===== src/rtl/wdt_pkg.sv =====
package wdt_pkg;
    typedef enum logic {
        ST_ARMED   = 1'b0,
        ST_EXPIRED = 1'b1
    } wdt_state_t;
endpackage


===== src/rtl/wdt_fp_edge.sv =====
module wdt_fp_edge #(
    parameter int SYNC_STAGES = 2
) (
    input  logic clk,
    input  logic rst_n,
    input  logic pulse_in,
    output logic tick
);
    localparam int SH_W = SYNC_STAGES + 1;

    logic [SH_W-1:0] shift_q;

    always_ff @(posedge clk or negedge rst_n) begin
        if (!rst_n) begin
            shift_q <= '0;
        end else begin
            shift_q <= {shift_q[SH_W-2:0], pulse_in};
        end
    end

    // rising edge of the synchronized level
    assign tick = shift_q[SYNC_STAGES-1] & ~shift_q[SYNC_STAGES];
endmodule


===== src/rtl/wdt_key_match.sv =====
module wdt_key_match #(
    parameter int          DATA_W = 8,
    parameter int          KEY_W  = 5,
    parameter logic [KEY_W-1:0] KEY = 5'b01010
) (
    input  logic              wr_en,
    input  logic [DATA_W-1:0] wr_data,
    output logic              kick
);
    localparam logic [DATA_W-1:0] MASK    = DATA_W'((1 << KEY_W) - 1);
    localparam logic [DATA_W-1:0] KEY_EXT = DATA_W'(KEY);

    assign kick = wr_en && ((wr_data & MASK) == KEY_EXT);
endmodule


===== src/rtl/wdt_fsm.sv =====
module wdt_fsm
    import wdt_pkg::*;
#(
    parameter int STAGES = 11
) (
    input  logic clk,
    input  logic rst_n,
    input  logic tick,
    input  logic kick,
    output logic wd_n
);
    localparam int LOW_W = STAGES - 1;
    localparam logic [LOW_W-1:0] LOW_MAX = '1;

    wdt_state_t       state_q, state_d;
    logic [LOW_W-1:0] cnt_q, cnt_d;

    // next-state logic: KICK has priority over a tick in the same cycle
    always_comb begin
        state_d = state_q;
        cnt_d   = cnt_q;
        if (kick) begin
            state_d = ST_ARMED;
            cnt_d   = '0;
        end else if (tick) begin
            cnt_d = cnt_q + 1'b1;
            if (cnt_q == LOW_MAX) begin
                unique case (state_q)
                    ST_ARMED:   state_d = ST_EXPIRED;  // TIMEOUT
                    ST_EXPIRED: state_d = ST_ARMED;    // RECOVER
                    default:    state_d = ST_ARMED;
                endcase
            end
        end
    end

    // state register
    always_ff @(posedge clk or negedge rst_n) begin
        if (!rst_n) begin
            state_q <= ST_ARMED;
            cnt_q   <= '0;
        end else begin
            state_q <= state_d;
            cnt_q   <= cnt_d;
        end
    end

    // outputs
    always_comb begin
        unique case (state_q)
            ST_ARMED:   wd_n = rst_n;
            ST_EXPIRED: wd_n = 1'b0;
            default:    wd_n = 1'b0;
        endcase
    end
endmodule


===== src/rtl/fp_watchdog.sv =====
module fp_watchdog #(
    parameter int               STAGES      = 11,
    parameter int               SYNC_STAGES = 2,
    parameter int               DATA_W      = 8,
    parameter int               KEY_W       = 5,
    parameter logic [KEY_W-1:0] KEY         = 5'b01010
) (
    input  logic              clk,
    input  logic              rst_n,
    input  logic              frame_pulse,
    input  logic              wr_en,
    input  logic [DATA_W-1:0] wr_data,
    output logic              wd_n
);
    logic fp_tick;
    logic kick;

    wdt_fp_edge #(.SYNC_STAGES(SYNC_STAGES)) edge_i (
        .clk      (clk),
        .rst_n    (rst_n),
        .pulse_in (frame_pulse),
        .tick     (fp_tick)
    );

    wdt_key_match #(.DATA_W(DATA_W), .KEY_W(KEY_W), .KEY(KEY)) key_i (
        .wr_en   (wr_en),
        .wr_data (wr_data),
        .kick    (kick)
    );

    wdt_fsm #(.STAGES(STAGES)) fsm_i (
        .clk   (clk),
        .rst_n (rst_n),
        .tick  (fp_tick),
        .kick  (kick),
        .wd_n  (wd_n)
    );
endmodule


===== config.mk =====
export PLATFORM = sky130hd
export DESIGN_NAME = fp_watchdog
export DESIGN_NICKNAME = d
export VERILOG_FILES = /design/src/rtl/wdt_pkg.sv /design/src/rtl/wdt_fp_edge.sv /design/src/rtl/wdt_key_match.sv /design/src/rtl/wdt_fsm.sv /design/src/rtl/fp_watchdog.sv
export SDC_FILE = /design/constraint.sdc
export NUM_CORES = 1
export LEC_CHECK = 0
export ABC_AREA = 1
export ABC_CLOCK_PERIOD_IN_PS = 1200
export CAP_MARGIN = 0
export CORE_UTILIZATION = 45
export DETAILED_ROUTE_END_ITERATION = 16
export HOLD_SLACK_MARGIN = 0.15
export PLACE_DENSITY_LB_ADDON = 0.2
export SLEW_MARGIN = 20
export SYNTH_ARGS = -nofsm -noshare
export SYNTH_HDL_FRONTEND = slang
export SYNTH_SLANG_ARGS = --single-unit

===== constraint.sdc =====
create_clock -name clk -period 1.2 [get_ports clk]
set_clock_uncertainty 0.15 [all_clocks]
set_input_delay 0.18 -clock clk [delete_from_list [all_inputs] [get_ports clk]]
set_output_delay 0.18 -clock clk [all_outputs]
set_load 0.05 [all_outputs]

* Word-level counts from Yosys, hierarchy flattened
Index checks and enable logic that the tools add are counted.
Word-level totals: bits in registers 14, logic and storage cells 20, input bits 12
Cells by class: bitwise gates (word level) 3, reduce and logical (&&, ||, !) cells 4, mux-type cells 7, eq/ne operators 2, add/sub/neg operators 1
Operators with widths (count):
- 10-bit 2-to-1 mux | 2
- 10-bit by 1-bit adder with 10-bit output, second input constant | 1
- 10-bit equality test, second input constant | 1
- 5-bit by 4-bit equality test with 1-bit output, second input constant | 1
- 1-bit case mux with 2 select lines | 2
- 2-bit nonzero test | 2
- 1-bit 2-to-1 mux | 3
- 1-bit inverter | 2
- 2-bit AND reduction | 1
- 1-bit bitwise AND | 1
- 1-bit logical AND | 1

* Logic depth before layout (Yosys ltp)
Gate-level depths: netlist of the first run.
depth after elaboration 5, gate-level depth with buffers 8

* By module
A second synthesis of the first run with hierarchy kept.
Unflattened totals: cells, all modules 90, area, all modules 719.4 µm²
Modules (own cells, without submodules):
- wdt_fsm | times used 1, area an instance 605.6 µm², cells an instance 78
- wdt_fp_edge | times used 1, area an instance 85.1 µm², cells an instance 5
- wdt_key_match | times used 1, area an instance 28.8 µm², cells an instance 7

* Worst setup path after synthesis of the first run
Ideal clock, no wire load.
kind flip-flop to output port, start point register fsm_i.state_q, end point output port wd_n, path slack -165 ps, data arrival time 1035 ps, stages on the path, launching flop included 2, required time 870 ps, cell sequence dfrtp_1 -> nor2_1
On the way: longest elaborated chain between the ends 2
RTL lines:
- start, declared | RTL line wdt_fsm.sv:15 | wdt_state_t state_q, state_d;
- start signal, assigned | RTL line wdt_fsm.sv:43 | state_q <= state_d;
- 1-bit inverter | RTL line wdt_fsm.sv:50 | unique case (state_q)
- 1-bit case mux with 2 select lines (*) | RTL line wdt_fsm.sv:50
- end, declared | RTL line fp_watchdog.sv:13 | output logic wd_n
Every way passes the cells marked *; elsewhere a longest branch is shown, timed or not.

* Final worst setup path of the first run
start point register fsm_i.cnt_q[1], end point register fsm_i.state_q
On the way: longest elaborated chain between the ends 3
RTL lines:
- start, declared | RTL line wdt_fsm.sv:16 | logic [LOW_W-1:0] cnt_q, cnt_d;
- start signal, assigned | RTL line wdt_fsm.sv:44 | cnt_q <= cnt_d;
- 10-bit equality test | RTL line wdt_fsm.sv:27 | if (cnt_q == LOW_MAX) begin
- 2-bit nonzero test (no source line)
- 2-bit AND reduction (no source line)
Every way passes these cells. A chain may end at the register's enable or synchronous reset.

==> results of run 1 <==
routing by layer:
metal	vias to the layer above	track usage	part of all wire
met5	-	0	0
met2	11	0.326	0.51
met1	333	0.248	0.44
met4	0	0.131	0.027
li1	360	-	-
met3	5	0.0388	0.025
cells by family after synthesis:
family,count (synthesis)
AND/OR/NAND/NOR,54
buffers and inverters,16
flip-flops,14
AO/OA/AOI/OAI,10
adder cells (fa/ha/maj),1
critical path, delay by kind of cell, from the launching register on:
kind	cells	cell delay, ns
DFF	1	0.39
and+or+nand+nor	5	0.34
buffers and inverters	1	0.06
AOI/OAI and AO/OA	1	0.05
adders and majority gates	1	0.20
final timing paths:
path | depth (start not counted) | endpoint | startpoint
worst min register to register | 0 | edge_i.shift_q[1] | edge_i.shift_q[0]
worst max-delay path | 8 | fsm_i.state_q | fsm_i.cnt_q[1]
max in group asynchronous | 3 | fsm_i.cnt_q[5] | rst_n
worst max register to register | 8 | fsm_i.state_q | fsm_i.cnt_q[1]
min in group asynchronous | 3 | fsm_i.cnt_q[0] | rst_n
worst min-delay path | 1 | edge_i.shift_q[0] | frame_pulse
registers in the layout (all words and copies together) (netlist names):
name and count:
fsm_i.cnt_q 10, edge_i.shift_q 3, fsm_i.state_q 1
layout make-up:
| type | count | area (µm²) | share of cell area |
|---|---|---|---|
| repair buffers | 28 | 251 | 0.233 |
| clock buffers | 4 | 36.3 | 0.0336 |
| flip-flops and latches | 14 | 350 | 0.325 |
| well taps | 16 | 20.0 | 0.0186 |
| inverters | 15 | 56.3 | 0.0522 |
| multi-input cells | 65 | 364 | 0.338 |
power groups by stage:
stage / combinational, µW / clock (µW) / sequential, µW
2_1_floorplan: 193 / 0 / 627
3_3_place_gp: 366 / 0 / 629
3_5_place_dp: 382 / 0 / 634
4_1_cts: 439 / 354 / 623
5_1_grt: 541 / 377 / 624
6_report: 485 / 348 / 617
stage by stage:
stage               setup slack [ns]  cells  utilization
floorplan                    -0.0102     95            -
global placement              -0.294    132        0.635
detailed placement            -0.323    132        0.635
CTS                           -0.102    140        0.697
global route                  -0.188    142        0.716
finish                        -0.104    142        0.716
synthesized netlist by cell type:
cell      instances  area [µm²]
buf_2             1        5.00
a31oi_1           1        6.26
o21ai_1           2        10.0
inv_1            12        45.0
a21oi_1           5        25.0
dfrtp_1          14         350
nor3_2            2        20.0
ha_1              1        12.5
o21ai_0           2        10.0
inv_2             2        7.51
nand4_1           2        12.5
nand3_1           5        25.0
nor2_1           11        41.3
nand2_1          29         109
clkinv_1          1        3.75
nand4_2           1        12.5
nand3_2           2        20.0
nor2_4            1        11.3
nor2_2            1        6.26
repair_timing:
action                                  in CTS  in global routing
gates resized for setup                      7                  6
buffers inserted                             3                  2
pin swaps                                    7                  5
endpoints found under the setup margin      11                 12
hold buffers                                 1                  0
hold endpoints to repair                    14                  0
placed cells by master (no fill, tap or decap), drive strengths merged:
cell type	n
nand2	29
clkinv	1
ha	1
clkbuf	4
a21oi	5
dfrtp	14
nor3	2
inv	14
dlygate4sd2	1
buf	19
nor2	13
o21ai	4
a31oi	1
dlygate4sd3	1
nand3	7
clkdlybuf4s50	7
nand4	3
==> metrics.cfg, run 1 <==
[status]
outcome = finished, violations left
violations = setup timing

[hold_path]
hp-class = input port to register

[placement]
dp.final_hpwl_mm = 1.12
gp_congestion = 0.806
io_buffers = 9
placed_area_um2 = 957

[drt]
drt_iter0_markers = 18
wl_mm = 1.58
route.detailed.drc = 0
ant_nets = 0
firstDrtPassIters = 5
via_per_inst = 4.99
num_vias = 709
avgRoutedWirePerCell_um = 11.2

[power_and_ir_drop]
p_seq_frac = 0.426
pwr-share-clk = 0.240
combPwrFrac = 0.334
p_leak_uw = 0.000583
powerDensity_nw_per_um2 = 1350
power_uw = 1450
peakVddDrop_uv = 1000
p_sw_uw = 475
p_sw_frac = 0.328
p_int_uw = 976

[setup_path]
crit_arrival_ns = 1.34
slowest_delay_ns = 0.39
cp_slowest_cell = dfrtp_1
crit_fanout = 3
path_class = register to register
path_common_cell = nand2_1
cp-end-kind = register
crit_chain = ha_2, inv_2, nor2_2, nand3_1, nand2_1, nand2_2, nand2_1, o21ai_1
reg2reg_slack_ns = -0.10
critPathLaunchType = register
required_ns = 1.24

[clocking]
root_buffer = clkbuf_4
cts_buffers = 3
cts_max_level = 1
cts.clk_slew.worst_paths_ns = 0.09
cts.path.max_buffers = 2
clk_latency_ns = 0.29
cts_tree = done
cts.sinks = 14

[sta]
setup_tns_ns = -0.667
grt_setup_unrepaired = true
relSlewSlack = 0.862
fmax_ghz = 0.767
layout_setup_ws_ns = -0.104
worstMarginPinSlew_ns = 0.206
setup_viol = 10
fin_crit_sh = 1.09
finalCriticalPeriod_ns = 1.30
drv_slew = 0
hold-worst-slack_ns = 0.173
finalHoldViolations = 0

[finish]
fill_cells = 113
antenna_cells = 0
syn_to_final_growth_pct = 47.1
nNetsFinal = 140
fin_area_um2 = 1080
drive_gt1_frac = 0.325

[yosys]
synthCells = 95
syn_nets = 108
synth_cell_types = 19
ys_ff_latch = 14
synthXorXnorAreaFrac = 0
synth-compound-area-share = 0.0700
ys.warnings.count = 0
muxShareOfSynthArea = 0
synth_top_family_by_area = simple AND/OR/NAND/NOR gates
yosysSeqAreaShare = 0.478
syn-cell-area_um2 = 733
syn_avg_cell_area_um2 = 7.72
synthSimpleGateAreaFrac = 0.352
yosys.area_share.adder = 0.0171

[floorplanning]
rows = 14
dieArea_um2 = 1790
die-height_um = 42.4
die_w_um = 42.4
coreArea_um2 = 1510
ios = 13
initial_utilization = 0.487

[flow_run]
drv_cap = 0

[global_routing]
antenna_found_initial = 0
grt_pass1_vias = 657
grt_pass1_wl_mm = 2.66
track_usage = 0.203
grt_overflow = 0
grt_max_degree = 15

(Power assumes the default switching activity.)
==> inputs of run 2 (changes only) <==
Settings changed: ABC_CLOCK_PERIOD_IN_PS 1200 to unset, CORE_UTILIZATION 45 to 49, REMOVE_ABC_BUFFERS set to 1.
Clock period 1.2 ns to 1.4 ns, I/O delays scaled along.
==> metrics.cfg, run 2 (same netlist as run 1, synthesis figures left out) <==
[status]
outcome = finished, final reports clean  ; was finished, violations left

[sta]
fmax_ghz = 0.738
grt_setup_unrepaired = true  ; unchanged
finalCriticalPeriod_ns = 1.36
worstMarginPinSlew_ns = 0.237  ; was 0.206 ns
setup_viol = 0  ; was 10
fin_crit_sh = 0.968
relSlewSlack = 0.842  ; was 0.862
hold-worst-slack_ns = 0.205  ; was 0.173 ns
finalHoldViolations = 0  ; unchanged
layout_setup_ws_ns = 0.0443  ; was -0.104 ns
drv_slew = 0  ; unchanged

[floorplanning]
dieArea_um2 = 1650  ; was 1790 µm²
die-height_um = 40.7  ; was 42.4 µm
coreArea_um2 = 1350  ; was 1510 µm²
die_w_um = 40.7  ; was 42.4 µm
initial_utilization = 0.543  ; was 0.487
rows = 13  ; was 14
ios = 13  ; unchanged

[finish]
mostFrequentLayoutCells = nand2_1, dfrtp_1, inv_1, nor2_1  ; was nand2_1, buf_4, dfrtp_1, inv_1, nor2_1
drive_gt1_frac = 0.270  ; was 0.325
max_flop_register = fsm_i.cnt_q  ; unchanged
final_common_cell = nand2_1  ; unchanged
largest_reg_flops = 10  ; unchanged
fill_cells = 105  ; was 113
reg_top3 = fsm_i.cnt_q: 10 flops, edge_i.shift_q: 3 flops, fsm_i.state_q: 1 flops  ; unchanged
final_cells = 130  ; was 142
post-route-util = 0.727  ; was 0.716
antenna_cells = 0  ; unchanged
syn_to_final_growth_pct = 33.8  ; was 47.1%
nNetsFinal = 129  ; was 140

[power_and_ir_drop]
p_int_uw = 759  ; was 976 µW
powerDensity_nw_per_um2 = 1170  ; was 1350 nW/µm²
p_seq_frac = 0.477  ; was 0.426
p_sw_frac = 0.339  ; was 0.328
peakVddDrop_uv = 815  ; was 1000 µV
combPwrFrac = 0.266  ; was 0.334
p_sw_uw = 389  ; was 475 µW
p_leak_uw = 0.000525  ; was 0.000583 µW
pwr-share-clk = 0.258  ; was 0.240

[clocking]
cts_buffers = 3  ; unchanged
cts_tree = done  ; unchanged
cts.sinks = 14  ; unchanged
cts.path.max_buffers = 2  ; unchanged
root_buffer = clkbuf_4  ; unchanged
cts.clk_slew.worst_paths_ns = 0.09  ; about the same
clk_latency_ns = 0.29  ; about the same
cts_max_level = 1  ; unchanged

[global_routing]
track_usage = 0.215  ; was 0.203
grt_pass1_vias = 568  ; was 657
grt_overflow = 0  ; unchanged
grt_pass1_wl_mm = 2.29  ; was 2.66 mm
grt_max_degree = 15  ; unchanged
antenna_found_initial = 0  ; unchanged

[drt]
route.detailed.drc = 0  ; unchanged
avgRoutedWirePerCell_um = 11.6  ; was 11.2 µm
via_per_inst = 5.12  ; was 4.99
wl_mm = 1.51  ; was 1.58 mm
ant_nets = 0  ; unchanged
num_vias = 666  ; was 709
firstDrtPassIters = 4  ; was 5
drt_iter0_markers = 13  ; was 18

[setup_path]
crit_end = wd_n  ; was fsm_i.state_q
r2r-end = fsm_i.state_q  ; unchanged
critPathLaunchType = register  ; unchanged
cp-end-kind = output port  ; was register
reg2reg_slack_ns = 0.09  ; was -0.10 ns
r2r-start = fsm_i.cnt_q[1]  ; unchanged
crit_fanout = 3  ; unchanged
crit_arrival_ns = 1.00  ; was 1.34 ns
startpoint = fsm_i.state_q  ; was fsm_i.cnt_q[1]
path_class = register to output port  ; was register to register
required_ns = 1.04  ; was 1.24 ns
reg2reg_depth = 8  ; unchanged

[placement]
dp.final_hpwl_mm = 1.03  ; was 1.12 mm
pre_cts_slack_ns = -0.186  ; was -0.323 ns
io_buffers = 9  ; unchanged
dp_cells = 124  ; was 132
gp_congestion = 0.806  ; unchanged

[hold_path]
hp-class = register to register  ; was input port to register

[flow_run]
drv_cap = 0  ; unchanged

## run 2: power by group through the flow
stage               sequential [µW]  clock (µW)  combinational (µW)
floorplan                       536           0                 151
global placement                544           0                 241
detailed placement              546           0                 250
CTS                             539         298                 254
global route                    560         313                 341
finish                          547         296                 305
## run 2: metal layers
layer	global-route usage	share of wire	vias to the layer above
li1	-	-	338
met1	0.284	0.47	310
met2	0.333	0.47	13
met3	0.0489	0.036	5
met4	0.100	0.019	0
met5	0	0	-
## run 2: stage by stage
| stage | total power [µW] | TNS (ns) | cell area (µm²) |
|---|---|---|---|
| 3_3_place_gp | 785 | -1.18 | 892 |
| 5_1_grt | 1210 | -0.00261 | 981 |
| 2_1_floorplan | 687 | 0 | 728 |
| 6_report | 1150 | 0 | 981 |
| 4_1_cts | 1090 | -0.00441 | 940 |
| 3_5_place_dp | 796 | -1.36 | 892 |
## run 2: final cells by class
class,count,area [µm²],area share
multi-input combinational,65,358,0.365
timing repair buffer,17,161,0.165
tap,15,18.8,0.0191
sequential,14,350,0.357
clock buffer,4,36.3,0.0370
inverter,15,56.3,0.0574
## run 2: worst max-delay path, stage by stage, from the launching register on
cell and delay (ns):
dfrtp_1 0.41, nor2_2 0.14, buf_12 0.15
## run 2: repair_timing
action	in CTS	in global routing
setup endpoints to repair	2	7
pin swaps	1	3
resized for setup	2	12
hold buffers	1	0
buffers inserted	0	1
hold endpoints to repair	14	0
## run 2: worst min path at each step
stage | from | to | slack [ns] | depth (start not counted)
6_report | edge_i.shift_q[0] | edge_i.shift_q[1] | 0.20 | 0
5_1_grt | frame_pulse | edge_i.shift_q[0] | 0.21 | 1
4_1_cts | frame_pulse | edge_i.shift_q[0] | 0.20 | 1
3_5_place_dp | edge_i.shift_q[0] | edge_i.shift_q[1] | 0.19 | 0
3_3_place_gp | edge_i.shift_q[0] | edge_i.shift_q[1] | 0.18 | 0
2_1_floorplan | rst_n | edge_i.shift_q[0] | -0.24 | 0
